==> src/rtl/zt_sram_pkg.sv <==
package zt_sram_pkg;
  parameter int ADDR_W      = 8;
  parameter int DATA_W      = 18;
  parameter int LANES       = 2;
  parameter int BURST_W     = 2;
  parameter int PIPE_STAGES = 2;

  localparam int LANE_W = DATA_W / LANES;
  localparam int DEPTH  = 1 << ADDR_W;

  typedef enum logic [1:0] {
    OP_NOP = 2'd0,
    OP_RD  = 2'd1,
    OP_WR  = 2'd2
  } op_t;

  // One pipeline slot: operation, word address and active-high lane enables.
  typedef struct packed {
    op_t               op;
    logic [ADDR_W-1:0] addr;
    logic [LANES-1:0]  lane;
  } cmd_t;

  // Strobes from control to datapath for the data phase now being served.
  typedef struct packed {
    logic              step;
    logic              wrStb;
    logic              rdStb;
    logic [ADDR_W-1:0] addr;
    logic [LANES-1:0]  lane;
  } strobe_t;

  function automatic logic [BURST_W-1:0] burstOffset(
    input logic [BURST_W-1:0] start,
    input logic [BURST_W-1:0] count,
    input logic               interleave
  );
    return interleave ? (start ^ count) : (start + count);
  endfunction
endpackage

==> src/rtl/zt_sram_ctrl.sv <==
module zt_sram_ctrl
  import zt_sram_pkg::*;
(
  input  logic              clk,
  input  logic              rst_n,
  input  logic              clkEnN,
  input  logic              chipEn1N,
  input  logic              chipEn2,
  input  logic              chipEn3N,
  input  logic              wrEnN,
  input  logic [LANES-1:0]  byteWrN,
  input  logic              advLoad,
  input  logic              burstMode,
  input  logic [ADDR_W-1:0] addr,
  output strobe_t           stb
);
  localparam int LAST = PIPE_STAGES - 1;

  logic                     selected;
  logic                     active;
  logic [ADDR_W-1:BURST_W]  baseHi;
  logic [BURST_W-1:0]       startOff;
  logic [BURST_W-1:0]       burstCnt;
  logic [BURST_W-1:0]       nextCnt;
  op_t                      burstOp;
  cmd_t                     nextCmd;
  cmd_t                     pipe [PIPE_STAGES];

  assign selected = !chipEn1N && chipEn2 && !chipEn3N;
  assign nextCnt  = burstCnt + 1'b1;

  // Slot entering the pipeline at this edge.
  always_comb begin
    nextCmd = cmd_t'('0);
    if (!advLoad) begin
      if (selected) begin
        nextCmd.op   = wrEnN ? OP_RD : OP_WR;
        nextCmd.addr = addr;
        nextCmd.lane = wrEnN ? '0 : ~byteWrN;
      end
    end else if (active) begin
      nextCmd.op   = burstOp;
      nextCmd.addr = {baseHi, burstOffset(startOff, nextCnt, burstMode)};
      nextCmd.lane = (burstOp == OP_WR) ? ~byteWrN : '0;
    end
  end

  // Burst tracking: updated only on enabled edges.
  always_ff @(posedge clk or negedge rst_n) begin
    if (!rst_n) begin
      active   <= 1'b0;
      baseHi   <= '0;
      startOff <= '0;
      burstCnt <= '0;
      burstOp  <= OP_NOP;
    end else if (!clkEnN) begin
      if (!advLoad) begin
        active <= selected;
        if (selected) begin
          baseHi   <= addr[ADDR_W-1:BURST_W];
          startOff <= addr[BURST_W-1:0];
          burstCnt <= '0;
          burstOp  <= wrEnN ? OP_RD : OP_WR;
        end
      end else if (active) begin
        burstCnt <= nextCnt;
      end
    end
  end

  // Control pipeline, one slot per stage.
  always_ff @(posedge clk or negedge rst_n) begin
    if (!rst_n)       pipe[0] <= cmd_t'('0);
    else if (!clkEnN) pipe[0] <= nextCmd;
  end

  for (genvar g = 1; g < PIPE_STAGES; g++) begin : gStage
    always_ff @(posedge clk or negedge rst_n) begin
      if (!rst_n)       pipe[g] <= cmd_t'('0);
      else if (!clkEnN) pipe[g] <= pipe[g-1];
    end
  end

  always_comb begin
    stb.step  = !clkEnN;
    stb.wrStb = !clkEnN && (pipe[LAST].op == OP_WR);
    stb.rdStb = !clkEnN && (pipe[LAST].op == OP_RD);
    stb.addr  = pipe[LAST].addr;
    stb.lane  = pipe[LAST].lane;
  end

  AST_DESELECT_IDLE: assert property (@(posedge clk) disable iff (!rst_n)
    (!clkEnN && !advLoad && !selected) |=> (pipe[0].op == OP_NOP));
  AST_STALL_HOLDS: assert property (@(posedge clk) disable iff (!rst_n)
    clkEnN |=> ($stable(pipe[LAST]) && $stable(active) && $stable(burstCnt)));
  AST_OP_CARRIES: assert property (@(posedge clk) disable iff (!rst_n)
    (!clkEnN && advLoad && active) |=> (pipe[0].op == $past(pipe[0].op)));
  AST_BURST_GROUP: assert property (@(posedge clk) disable iff (!rst_n)
    (!clkEnN && advLoad && active) |=>
      (pipe[0].addr[ADDR_W-1:BURST_W] == $past(pipe[0].addr[ADDR_W-1:BURST_W])));
  AST_CONTINUE_IDLE: assert property (@(posedge clk) disable iff (!rst_n)
    (!clkEnN && advLoad && !active) |=> (pipe[0].op == OP_NOP));
endmodule

==> src/rtl/zt_sram_dp.sv <==
module zt_sram_dp
  import zt_sram_pkg::*;
(
  input  logic              clk,
  input  logic              rst_n,
  input  strobe_t           stb,
  input  logic [DATA_W-1:0] dataIn,
  input  logic              outEnN,
  output logic [DATA_W-1:0] dataOut,
  output logic              dataDrive
);
  logic [DATA_W-1:0] mem [DEPTH];
  logic              rdValid;

  // Array write, lane by lane.
  always_ff @(posedge clk) begin
    if (stb.wrStb) begin
      for (int l = 0; l < LANES; l++) begin
        if (stb.lane[l]) mem[stb.addr][l*LANE_W +: LANE_W] <= dataIn[l*LANE_W +: LANE_W];
      end
    end
  end

  // Read data register and phase flag.
  always_ff @(posedge clk or negedge rst_n) begin
    if (!rst_n) begin
      rdValid <= 1'b0;
      dataOut <= '0;
    end else if (stb.step) begin
      rdValid <= stb.rdStb;
      if (stb.rdStb) dataOut <= mem[stb.addr];
    end
  end

  assign dataDrive = rdValid && !outEnN;

  AST_OUT_FROZEN: assert property (@(posedge clk) disable iff (!rst_n)
    !stb.step |=> ($stable(dataOut) && $stable(rdValid)));
  AST_READ_LANDS: assert property (@(posedge clk) disable iff (!rst_n)
    stb.rdStb |=> rdValid);
  AST_NO_DRIVE_AFTER_WRITE: assert property (@(posedge clk) disable iff (!rst_n)
    stb.wrStb |=> !dataDrive);
endmodule

==> src/rtl/zt_sram.sv <==
module zt_sram
  import zt_sram_pkg::*;
(
  input  logic              clk,
  input  logic              rst_n,
  input  logic              clkEnN,
  input  logic              chipEn1N,
  input  logic              chipEn2,
  input  logic              chipEn3N,
  input  logic              wrEnN,
  input  logic [LANES-1:0]  byteWrN,
  input  logic              advLoad,
  input  logic              burstMode,
  input  logic              outEnN,
  input  logic [ADDR_W-1:0] addr,
  input  logic [DATA_W-1:0] dataIn,
  output logic [DATA_W-1:0] dataOut,
  output logic              dataDrive
);
  strobe_t stb;

  zt_sram_ctrl u_ctrl (
    .clk       (clk),
    .rst_n     (rst_n),
    .clkEnN    (clkEnN),
    .chipEn1N  (chipEn1N),
    .chipEn2   (chipEn2),
    .chipEn3N  (chipEn3N),
    .wrEnN     (wrEnN),
    .byteWrN   (byteWrN),
    .advLoad   (advLoad),
    .burstMode (burstMode),
    .addr      (addr),
    .stb       (stb)
  );

  zt_sram_dp u_dp (
    .clk       (clk),
    .rst_n     (rst_n),
    .stb       (stb),
    .dataIn    (dataIn),
    .outEnN    (outEnN),
    .dataOut   (dataOut),
    .dataDrive (dataDrive)
  );

  AST_RESET_QUIET: assert property (@(posedge clk) $rose(rst_n) |-> !dataDrive);
endmodule

==> config.mk <==
export PLATFORM = sky130hd
export DESIGN_NAME = zt_sram
export DESIGN_NICKNAME = d
export VERILOG_FILES = /design/src/rtl/zt_sram_pkg.sv /design/src/rtl/zt_sram_ctrl.sv /design/src/rtl/zt_sram_dp.sv /design/src/rtl/zt_sram.sv
export SDC_FILE = /design/constraint.sdc
export NUM_CORES = 2
export LEC_CHECK = 0
export CORE_MARGIN = 10
export CORE_UTILIZATION = 63
export CTS_CLUSTER_DIAMETER = 100
export CTS_CLUSTER_SIZE = 14
export DETAILED_ROUTE_END_ITERATION = 12
export DONT_BUFFER_PORTS = 1
export PLACE_DENSITY = 0.79
export SETUP_SLACK_MARGIN = 0.02
export SLEW_MARGIN = 20
export SYNTH_ARGS = -nofsm -noshare
export SYNTH_HDL_FRONTEND = slang
export SYNTH_MEMORY_MAX_BITS = 65536
export SYNTH_SLANG_ARGS = --single-unit
==> constraint.sdc <==
create_clock -name clk -period 4.5 [get_ports clk]
set_clock_uncertainty 0.15 [all_clocks]
set_input_delay 0.45 -clock clk [delete_from_list [all_inputs] [get_ports clk]]
set_output_delay 0.45 -clock clk [all_outputs]
set_load 0.005 [all_outputs]
==> impl_metrics.env <==
export IMPL_grt_usage_pct=31.90
export IMPL_cpMostUsedCell="o22ai_1"
export IMPL_cp_start_kind="flip-flop"
export IMPL_clockBufferDepth=4
export IMPL_whs_ns=0.04435
export IMPL_arrival_ns=5.20
export IMPL_die_y_um=555.0
export IMPL_syn_area_um2=180300
export IMPL_clock_fmax_ghz=0.2205
export IMPL_critPathKind="reg2reg"
export IMPL_dieArea_um2=308000
export IMPL_io_pins=57
export IMPL_crit_chain="buf_12 -> buf_12 -> buf_4 -> mux4_2 -> o22ai_1 -> a31oi_1 -> a41o_1 -> o22ai_1 -> o22ai_1"
export IMPL_seqPwrFrac_pct=56.8
export IMPL_crit_fanout=18
export IMPL_synth_xor_area_share_pct=0.01457
export IMPL_synth_warnings=0
export IMPL_synth_compound_area_share_pct=2.168
export IMPL_cp_top_family="compound AO/OA/AOI/OAI gates"
export IMPL_fin_cells=12870
export IMPL_cts_tree="done"
export IMPL_switching_share_pct=22.39
export IMPL_tightest_slew_ns=1.385
export IMPL_final_nets=8967
export IMPL_max_slew_margin_pct=7.297
export IMPL_synth_edf_count=4608
export IMPL_grt_max_degree=257
export IMPL_switchingPower_mw=18.95
export IMPL_layout_drive_gt1_share_pct=26.92
export IMPL_timing_final_crit_share_pct=100.8
export IMPL_post_route_drc_count=0
export IMPL_finalHoldViolations=0
export IMPL_violations="negative setup slack"
export IMPL_dp_cells=12230
export IMPL_clk_pin_slew_ns=0.07
export IMPL_placed_area_um2=189000
export IMPL_start_util_pct=63.28
export IMPL_critPathMaxStageDelay_ns=0.81
export IMPL_required_ns=5.16
export IMPL_fin_setup_tns_ns=-0.03603
export IMPL_powerDensity_nw_per_um2=421.1
export IMPL_rsz0062_at_grt="no"
export IMPL_synth_ff_latch_count=4664
export IMPL_vias=94920
export IMPL_synthArstFlopShare_pct=1.201
export IMPL_end_kind="flip-flop"
export IMPL_status="complete, but fails checks"
export IMPL_worst_slack_ns=-0.03603
export IMPL_hold_path_class="in2reg"
export IMPL_grt_pass1_vias=94600
export IMPL_drt_pass1_iter_count=6
export IMPL_setup_violations_final=1
export IMPL_grt_first_pass_wirelength_um=704900
export IMPL_gp_routability_congestion=0.8900
export IMPL_drv_cap=0
export IMPL_std_cell_rows=196
export IMPL_postCtsSetupBuffers=0
export IMPL_ant_nets=0
export IMPL_peakVddDrop_mv=0.4638
export IMPL_die_w_um=555.0
export IMPL_power_frac_comb_pct=7.6
export IMPL_clkPwrFrac_pct=35.6
export IMPL_yosys_area_share_adder_pct=0.006938
export IMPL_synth_top_family_by_area="multiplexers"
export IMPL_insertion_delay_ns=0.94
export IMPL_grt_overflow=0
export IMPL_cts_buffers=375
export IMPL_ys_types=70
export IMPL_portBuffers=0
export IMPL_h_tree_depth=5
export IMPL_intPower_mw=65.69
export IMPL_cp_num_buf_inv=3
export IMPL_vias_per_cell=7.375
export IMPL_synth_nets=8270
export IMPL_ys_seq_area_share_pct=77.51
export IMPL_routed_wl_um=498700
export IMPL_fin_util_pct=70.53
export IMPL_core_area_um2=285000
export IMPL_finalCriticalPeriod_ns=4.536
export IMPL_post_route_cell_area_um2=201000
export IMPL_leakage_nw=61.83
export IMPL_clockRootBuffer="clkbuf_16"
export IMPL_area_growth_pct=11.46
export IMPL_slowest_stage="dfrtp_4"
export IMPL_drv_slew=0
export IMPL_synthMuxAreaShare_pct=16.49
export IMPL_cts_sinks=4664
export IMPL_dp_hpwl_um=281300
export IMPL_routedWlPerCell_um=38.74
export IMPL_antenna_found_initial=33
export IMPL_yosys_area_share_simple_pct=2.257
export IMPL_finalPower_mw=84.64
export IMPL_avgSynthCellArea_um2=21.91
export IMPL_synth_cells=8231
export IMPL_drt_initial_drc_count=16330
export IMPL_synth_main_ff_cell="edfxtp_1"
export IMPL_post_place_ws_ns=0.08987
[routing by layer]
layer,routed length (µm),vias to the layer above,global-route usage [%]
met4,34970,28,17.88
met3,67090,1712,8.838
met1,161600,48860,41.97
li1,-,35730,-
met2,234800,8592,48.94
met5,184,-,0
[power groups by stage]
stage,combinational [mW],clock [mW],sequential [mW]
after floorplan,3.49,0,48.8
after global placement,5.29,0,49.0
after detailed placement,5.37,0,49.0
after CTS,6.26,30.1,48.1
after global routing,6.62,31.6,48.0
final,6.45,30.1,48.1
[synth_stat cells, types with 54 or more instances]
cell,count,area share [%]
buf_2,162,0.45
mux4_2,1157,14
buf_4,76,0.32
nand3_1,61,0.17
nand2_1,252,0.52
a21oi_1,54,0.15
clkbuf_1,208,0.43
mux2i_1,317,1.8
edfxtp_1,4608,77
o21ai_0,74,0.21
a22oi_1,101,0.42
nor2_1,571,1.2
dfrtp_1,56,0.78
[worst paths after layout]
path                            startpoint               to  cells after the start  slack (ns)
min                                advLoad  u_ctrl.pipe[16]                      3        0.04
max in group asynchronous            rst_n    u_ctrl.stb[4]                      3        3.76
min in group asynchronous            rst_n  u_ctrl.pipe[12]                      3        0.05
min reg2reg                u_ctrl.pipe[16]  u_ctrl.pipe[16]                      2        0.35
max                          u_ctrl.stb[2]  u_dp.dataOut[2]                      9       -0.04
max reg2reg                  u_ctrl.stb[2]  u_dp.dataOut[2]                      9       -0.04
[state kept, by name (all words and copies together) (netlist names)]
signal           cells
u_ctrl.stb          10
u_ctrl.startOff      2
u_ctrl.baseHi        6
u_ctrl.active        1
u_dp.dataOut        18
u_dp.rdValid         1
u_ctrl.burstOp       2
u_ctrl.pipe         14
u_dp.mem          4608
u_ctrl.burstCnt      2
[kinds of logic (layout without fill, tap and decap cells)]
kind of cell,count (synthesis),count (layout)
flip-flops,4664,4664
XOR/XNOR,3,3
AND/OR/NAND/NOR,989,989
other,0,31
multiplexers,1519,1519
buffers and inverters,515,1362
AO/OA/AOI/OAI,540,540
adder cells (fa/ha/maj),1,1
[cell usage in the layout, fill, tap and decap left out, types with 45 or more instances in the layout]
cell / n
a21oi_1: 54
a22oi_1: 101
buf_12: 70
buf_4: 673
clkbuf_1: 125
clkbuf_16: 380
dfrtp_1: 49
dlygate4sd3_1: 45
edfxtp_1: 4608
mux2_2: 45
mux2i_1: 317
mux4_2: 1157
nand2_1: 242
nand3_1: 55
nor2_1: 564
o21ai_0: 70
o22ai_1: 49
[worst min-delay path: stages]
cell and delay (ns):
and2_1 0.27, a22oi_1 0.22, o21ai_0 0.10
[area by class of cell]
type,count,area [µm²]
Antenna cell,31,77.57
Clock buffer,505,9978
Clock inverter,22,351.6
Fill cell,15610,83970
Inverter,6,32.53
Multi-Input combinational cell,3052,38040
Sequential cell,4664,139800
Tap cell,3762,4707
Timing Repair Buffer,829,8016
[what timing repair did]
item	CTS	global route
hold buffers	52	17
endpoints found under the setup margin	1	4
gates resized for setup	1	4
hold endpoints to repair	4556	1369
Note: power is estimated with default switching activity, not from simulation.
